### src/rtl/sio_pkg.sv
package sio_pkg;

    localparam int BYTE_W = 8;
    localparam int FAST_DIV = 4;
    localparam int SLOW_DIV = 16;
    localparam int B_START = 0;
    localparam int B_DONE = 1;

    typedef enum logic [1:0] {
        CK_FAST = 2'b00,
        CK_SLOW = 2'b01,
        CK_TMR  = 2'b10,
        CK_EXT  = 2'b11
    } ck_src_e;

    typedef enum logic [1:0] {
        MD_PORT = 2'b00,
        MD_TX   = 2'b01,
        MD_RX   = 2'b10,
        MD_TRX  = 2'b11
    } md_e;

    // writable configuration, packed to match control bits 7..2
    typedef struct packed {
        logic    in_alt;
        logic    pol;
        ck_src_e src;
        md_e     mode;
    } cfg_t;

    function automatic logic md_tx(md_e m);
        return m[0];
    endfunction

    function automatic logic md_rx(md_e m);
        return m[1];
    endfunction

endpackage

### src/rtl/sio_edge_gen.sv
module sio_edge_gen
    import sio_pkg::*;
#(
    parameter int FDIV = FAST_DIV,
    parameter int SDIV = SLOW_DIV
) (
    input  logic    clk,
    input  logic    rst,
    input  logic    busy,
    input  ck_src_e src,
    input  logic    pol,
    input  logic    idle_lvl,
    input  logic    tmr_ovf,
    input  logic    sclk_in,
    output logic    lead,
    output logic    trail,
    output logic    sclk_q
);

    localparam int PW = $clog2(SDIV);
    localparam int FW = $clog2(FDIV);

    logic [PW-1:0] presc;
    logic [2:0]    sync;
    logic          tick;
    logic          int_mode;
    logic          ext_edge;

    always_ff @(posedge clk) begin
        if (rst) begin
            presc <= '0;
            sync  <= '0;
        end else begin
            sync <= {sync[1:0], sclk_in};
            if (!busy) presc <= '0;
            else       presc <= presc + 1'b1;
        end
    end

    always_comb begin
        tick = 1'b0;
        case (src)
            CK_FAST: tick = (presc[FW-1:0] == {FW{1'b1}});
            CK_SLOW: tick = (presc == {PW{1'b1}});
            CK_TMR:  tick = tmr_ovf;
            default: tick = 1'b0;
        endcase
    end

    assign int_mode = (src != CK_EXT);
    assign ext_edge = (sync[1] != sync[2]);

    assign lead  = busy && (int_mode ? (tick && (sclk_q == pol))
                                     : (ext_edge && (sync[1] != pol)));
    assign trail = busy && (int_mode ? (tick && (sclk_q != pol))
                                     : (ext_edge && (sync[1] == pol)));

    always_ff @(posedge clk) begin
        if (rst)                  sclk_q <= 1'b0;
        else if (!busy)           sclk_q <= idle_lvl;
        else if (int_mode && tick) sclk_q <= ~sclk_q;
    end

    // clock rests at the idle level whenever no transfer runs
    a_r5_idle_level: assert property (@(posedge clk) disable iff (rst)
        !busy |-> (sclk_q == pol));

endmodule

### src/rtl/sio_shift_core.sv
module sio_shift_core #(
    parameter int W = 8
) (
    input  logic         clk,
    input  logic         rst,
    input  logic         load,
    input  logic [W-1:0] load_val,
    input  logic         start,
    input  logic         lead,
    input  logic         trail,
    input  logic         rx_bit,
    output logic [W-1:0] sreg,
    output logic         last
);

    localparam int CW = $clog2(W);

    logic [CW-1:0] cnt;
    logic          samp;

    always_ff @(posedge clk) begin
        if (rst) begin
            sreg <= '0;
            cnt  <= '0;
            samp <= 1'b0;
        end else begin
            if (load)       sreg <= load_val;
            else if (trail) sreg <= {sreg[W-2:0], samp};
            if (start)      cnt <= '0;
            else if (trail) cnt <= cnt + 1'b1;
            if (lead)       samp <= rx_bit;
        end
    end

    assign last = trail && (cnt == {CW{1'b1}});

    // register only moves on a returning edge or an idle load
    a_r4_hold: assert property (@(posedge clk) disable iff (rst)
        (!load && !trail) |=> $stable(sreg));

    // each returning edge advances the bit count by one
    a_r5_count: assert property (@(posedge clk) disable iff (rst)
        trail |=> (cnt == $past(cnt) + 1'b1));

endmodule

### src/rtl/sio_serial_port.sv
module sio_serial_port
    import sio_pkg::*;
(
    input  logic       clk,
    input  logic       rst,
    input  logic       bus_wr,
    input  logic       bus_sel,
    input  logic [7:0] bus_wdata,
    output logic [7:0] bus_rdata,
    input  logic       tmr_ovf,
    input  logic       sclk_in,
    output logic       sclk_out,
    output logic       sclk_oe,
    input  logic       sdo_in,
    output logic       sdo_out,
    output logic       sdo_oe,
    input  logic       sdi_in,
    output logic       irq
);

    cfg_t              cfg;
    cfg_t              cfg_w;
    logic              busy;
    logic              done;
    logic              startp;
    logic              irq_q;
    logic              wr_ctl;
    logic              wr_dat;
    logic              go;
    logic              idle_lvl;
    logic              lead;
    logic              trail;
    logic              last;
    logic              rx_bit;
    logic              sclk_q;
    logic [BYTE_W-1:0] sreg;
    logic              unused_wbit;

    assign cfg_w       = cfg_t'(bus_wdata[7:2]);
    assign unused_wbit = bus_wdata[B_DONE];
    assign wr_ctl      = bus_wr && !bus_sel && !busy;
    assign wr_dat      = bus_wr && bus_sel && !busy;
    assign go          = wr_ctl && bus_wdata[B_START] && (cfg_w.mode != MD_PORT);
    assign idle_lvl    = wr_ctl ? cfg_w.pol : cfg.pol;

    always_ff @(posedge clk) begin
        if (rst) begin
            cfg    <= '0;
            busy   <= 1'b0;
            done   <= 1'b0;
            startp <= 1'b0;
            irq_q  <= 1'b0;
        end else begin
            irq_q <= 1'b0;
            if (wr_ctl) cfg <= cfg_w;
            if (go) begin
                busy   <= 1'b1;
                startp <= 1'b1;
                done   <= 1'b0;
            end
            if (lead) startp <= 1'b0;
            if (last) begin
                busy  <= 1'b0;
                done  <= 1'b1;
                irq_q <= 1'b1;
            end
        end
    end

    assign rx_bit = md_rx(cfg.mode) ? (cfg.in_alt ? sdo_in : sdi_in) : 1'b0;

    sio_edge_gen #(
        .FDIV(FAST_DIV),
        .SDIV(SLOW_DIV)
    ) u_edge (
        .clk     (clk),
        .rst     (rst),
        .busy    (busy),
        .src     (cfg.src),
        .pol     (cfg.pol),
        .idle_lvl(idle_lvl),
        .tmr_ovf (tmr_ovf),
        .sclk_in (sclk_in),
        .lead    (lead),
        .trail   (trail),
        .sclk_q  (sclk_q)
    );

    sio_shift_core #(
        .W(BYTE_W)
    ) u_shift (
        .clk     (clk),
        .rst     (rst),
        .load    (wr_dat),
        .load_val(bus_wdata),
        .start   (go),
        .lead    (lead),
        .trail   (trail),
        .rx_bit  (rx_bit),
        .sreg    (sreg),
        .last    (last)
    );

    assign bus_rdata = bus_sel ? sreg : {cfg, done, startp};
    assign sclk_out  = sclk_q;
    assign sclk_oe   = (cfg.mode != MD_PORT) && (cfg.src != CK_EXT);
    assign sdo_out   = sreg[BYTE_W-1];
    assign sdo_oe    = md_tx(cfg.mode);
    assign irq       = irq_q;

    // completion pulse lasts one cycle
    a_r7_irq_pulse: assert property (@(posedge clk) disable iff (rst)
        irq |=> !irq);

    // flag rises together with the pulse
    a_r7_done_with_irq: assert property (@(posedge clk) disable iff (rst)
        $rose(done) |-> irq);

    // configuration frozen while busy
    a_r10_cfg_frozen: assert property (@(posedge clk) disable iff (rst)
        (busy && bus_wr) |=> $stable(cfg));

    // a start in port mode launches nothing
    a_r11_port_start: assert property (@(posedge clk) disable iff (rst)
        (bus_wr && !bus_sel && !busy && bus_wdata[B_START] && (bus_wdata[3:2] == 2'b00))
        |=> !busy);

    // start bit drops only while the transfer keeps running
    a_r6_start_drop: assert property (@(posedge clk) disable iff (rst)
        $fell(startp) |-> (busy || done));

endmodule

### config.mk
export PLATFORM = sky130hd
export DESIGN_NAME = sio_serial_port
export DESIGN_NICKNAME = d
export VERILOG_FILES = /design/src/rtl/sio_pkg.sv /design/src/rtl/sio_edge_gen.sv /design/src/rtl/sio_shift_core.sv /design/src/rtl/sio_serial_port.sv
export SDC_FILE = /design/constraint.sdc
export NUM_CORES = 1
export LEC_CHECK = 0
export ABC_AREA = 1
export BUFFER_PORTS_ARGS = -buffer_cell sky130_fd_sc_hd__buf_2
export CORE_MARGIN = 4
export CORE_UTILIZATION = 30
export CTS_CLUSTER_DIAMETER = 200
export CTS_CLUSTER_SIZE = 30
export DETAILED_ROUTE_END_ITERATION = 16
export SETUP_SLACK_MARGIN = 0.05
export SLEW_MARGIN = 20
export SYNTH_ARGS = -nofsm -noshare
export SYNTH_HDL_FRONTEND = slang
export SYNTH_SLANG_ARGS = --single-unit
### constraint.sdc
create_clock -name clk -period 1.35 [get_ports clk]
set_clock_uncertainty 0.05 [all_clocks]
set_input_delay 0.135 -clock clk [delete_from_list [all_inputs] [get_ports clk]]
set_output_delay 0.135 -clock clk [all_outputs]
set_load 0.05 [all_outputs]
==> metrics.cfg <==
[die]
fp-row-count=25
die_area_um2=6382
ioPinCount=29
initial_utilization=0.3197
dieWidth_um=79.89
coreArea_um2=4848
die_h_um=79.89

[final_layout]
fin_cells=311
mostFrequentLayoutCells=nand2_1 (36), dfxtp_1 (21), buf_2 (20), inv_1 (16), buf_4 (16)
final_common_cell=nand2_1
postLayoutCoreUtil=0.4490
area_growth_pct=40.44
final_nets=263
diodes=0
layout-drive-gt1-share=0.5000

[clock_tree]
cts_tree=done
clk_pin_slew_worst_paths_ns=0.06
cts_buffers=5
clkSinkCount=30
clockBufferDepth=2
cts_max_level=2
insertion_delay_ns=0.28
hold_buffers=0
clockRootBuffer=clkbuf_8

[routing]
drc=0
avgViaCountPerCell=4.415
routed_wl_um=3794
dr.pass1.iters=4
wl_per_cell_um=12.20
vias=1373
ant_nets=0
drtIter0Drc=46

[synthesis]
ys_seq_area_frac=0.3874
netlist_instances=196
yosys.area.top_type=dfxtp_1
ys_ff_latch=30
synth_top_area_frac=0.3874
synthDistinctLibCells=25
syn_area_um2=1550
synth_area_leaders=dfxtp_1 (39%), nand2_1 (10%), nand3_2 (6.5%), o21ai_0 (5.2%), a21oi_2 (4.5%)
yosys_warnings=0
synth_area_per_cell_um2=7.909
synthesis.nets=215

[run_status]
status=complete, no violations

[timing]
slew_headroom=0.8366
finalSetupViolations=0
hold_viol_final=0
period_minus_slack_ns=1.344
period_share=0.9954
slew_viol_final=0
hold_slack_ns=0.007440
rsz0062_at_grt=yes
max_freq_ghz=0.7441
tightestPinTransition_ns=0.2451

[worst_setup_path]
path_max_fanout=4
r2r_slack_ns=0.04
worstSetupEndpointType=primary output
reg2reg_from=u_edge.presc[1]$_SDFF_PP0_
worstPathArrival_ns=1.16
critPathRequiredTime_ns=1.16
r2r_end=u_shift.sreg[7]$_SDFFE_PP0P_
r2r.worst_path.cells=9
critPathKind=flop to primary output
start_kind=flop

[min_path]
whs_path_depth=3
hold_class=primary input to flop
worstHoldStart=sclk_in
worstHoldEndpoint=u_edge.sync[0]$_SDFF_PP0_

[grt]
grt_pass1_vias=1424
grt_pass1_wl_um=6299
grt_max_degree=18
grt_overflow=0
antenna_found_initial=0
grt_usage=0.1288

[run]
maxCapViolations=0

[placement]
numPortBuffers=28
dp_hpwl_um=2778
routabilityCongestion=0.7501
dp_cells=303

[pwr]
powerDensity_nw_per_um2=916.3
cellLeakagePower_nw=0.9036
ir_drop_mv=0.4286

-- sequential cells by signal (all words and copies together) (netlist names) --
signal / flops
busy: 1
cfg: 5
done: 1
irq: 1
sdo_oe: 1
startp: 1
u_edge.presc: 4
u_edge.sclk_q: 1
u_edge.sync: 3
u_shift.cnt: 3
u_shift.samp: 1
u_shift.sreg: 8
-- what timing repair did --
action / 4_1_cts / 5_1_grt
resized for setup: 28 / 28
setup buffers: 0 / 1
pin swaps: 9 / 10
endpoints found under the setup margin: 17 / 24
-- kinds of logic (layout without fill, tap and decap cells) --
| group | after synthesis | count (layout) | synth area share |
|---|---|---|---|
| AND/OR/NAND/NOR | 81 | 81 | 0.2680 |
| adder cells (fa/ha/maj) | 3 | 3 | 0.02422 |
| AO/OA/AOI/OAI | 44 | 44 | 0.1727 |
| multiplexers | 7 | 7 | 0.05084 |
| flip-flops | 30 | 30 | 0.3874 |
| buffers and inverters | 30 | 78 | 0.09120 |
| XOR/XNOR | 1 | 1 | 0.005651 |
-- critical path: stages (launching register included) --
cell,delay [ns]
dfxtp_4,0.36
nand2_2,0.08
inv_2,0.05
buf_6,0.11
a21oi_4,0.11
buf_6,0.17
-- Yosys cell counts --
cell type and instances:
nand3_2 10, nand2_2 5, nand2_4 2, nand3_4 1, buf_12 1, buf_1 1
nand3_1 4, buf_2 4, a21oi_1 13, nor2_1 15, dfxtp_1 30, o21ai_1 3
mux2_2 4, or2_2 1, o21ai_0 16, buf_6 1, inv_2 6, xnor2_1 1
o21ai_2 3, inv_1 17, nand2_1 43, a21oi_2 8, mux2_1 3, ha_1 3
o21bai_2 1
-- through the flow --
stage               worst slack, ns  total power [W]  setup TNS (ns)  instance area (um2)
finish                     0.006151         0.001995               0                 2177
global placement            0.03568         0.001290               0                 1904
global route               -0.04696         0.002088         -0.4058                 2177
floorplan                  -0.07616         0.001183         -0.2344                 1580
CTS                         0.01627         0.001988               0                 2081
detailed placement          0.02498         0.001290               0                 1904
-- final cells by class --
class	instances	area (um2)
fill	479	2671
multi-input combinational	136	940.9
sequential	30	616.8
timing repair buffer	48	367.9
inverter	23	91.34
tap	67	83.83
clock buffer	7	76.32
-- worst max-delay path by stage --
stage	cells after the start	slack (ns)	endpoint	start
after floorplan	3	-0.08	bus_rdata[5]	bus_sel
final	5	0.006	sclk_oe	cfg[3]$_SDFFE_PP0P_
after detailed placement	9	0.02	u_shift.sreg[2]$_SDFFE_PP0P_	u_edge.presc[0]$_SDFF_PP0_
after CTS	5	0.02	sclk_oe	cfg[3]$_SDFFE_PP0P_
after global routing	9	-0.05	u_shift.sreg[2]$_SDFFE_PP0P_	u_edge.presc[1]$_SDFF_PP0_
after global placement	10	0.04	busy$_SDFFE_PP0P_	u_edge.presc[0]$_SDFF_PP0_
-- layer usage --
metal,routed length (um),GRT usage,part of all wire,up-vias
li1,-,-,-,731
met1,1719,0.1475,0.45,621
met2,1849,0.2202,0.49,15
met3,174,0.04515,0.046,6
met4,51,0.04561,0.013,0
met5,0,0,0,-
-- power by group --
group	internal [W]	total, W	leakage, nW	switching (W)
combinational	0.000147	0.000387	0.617	0.000240
sequential	0.000916	0.000939	0.248	0.0000228
clock	0.000354	0.000669	0.0383	0.000315
No activity file was read; power rests on OpenSTA's default activity.
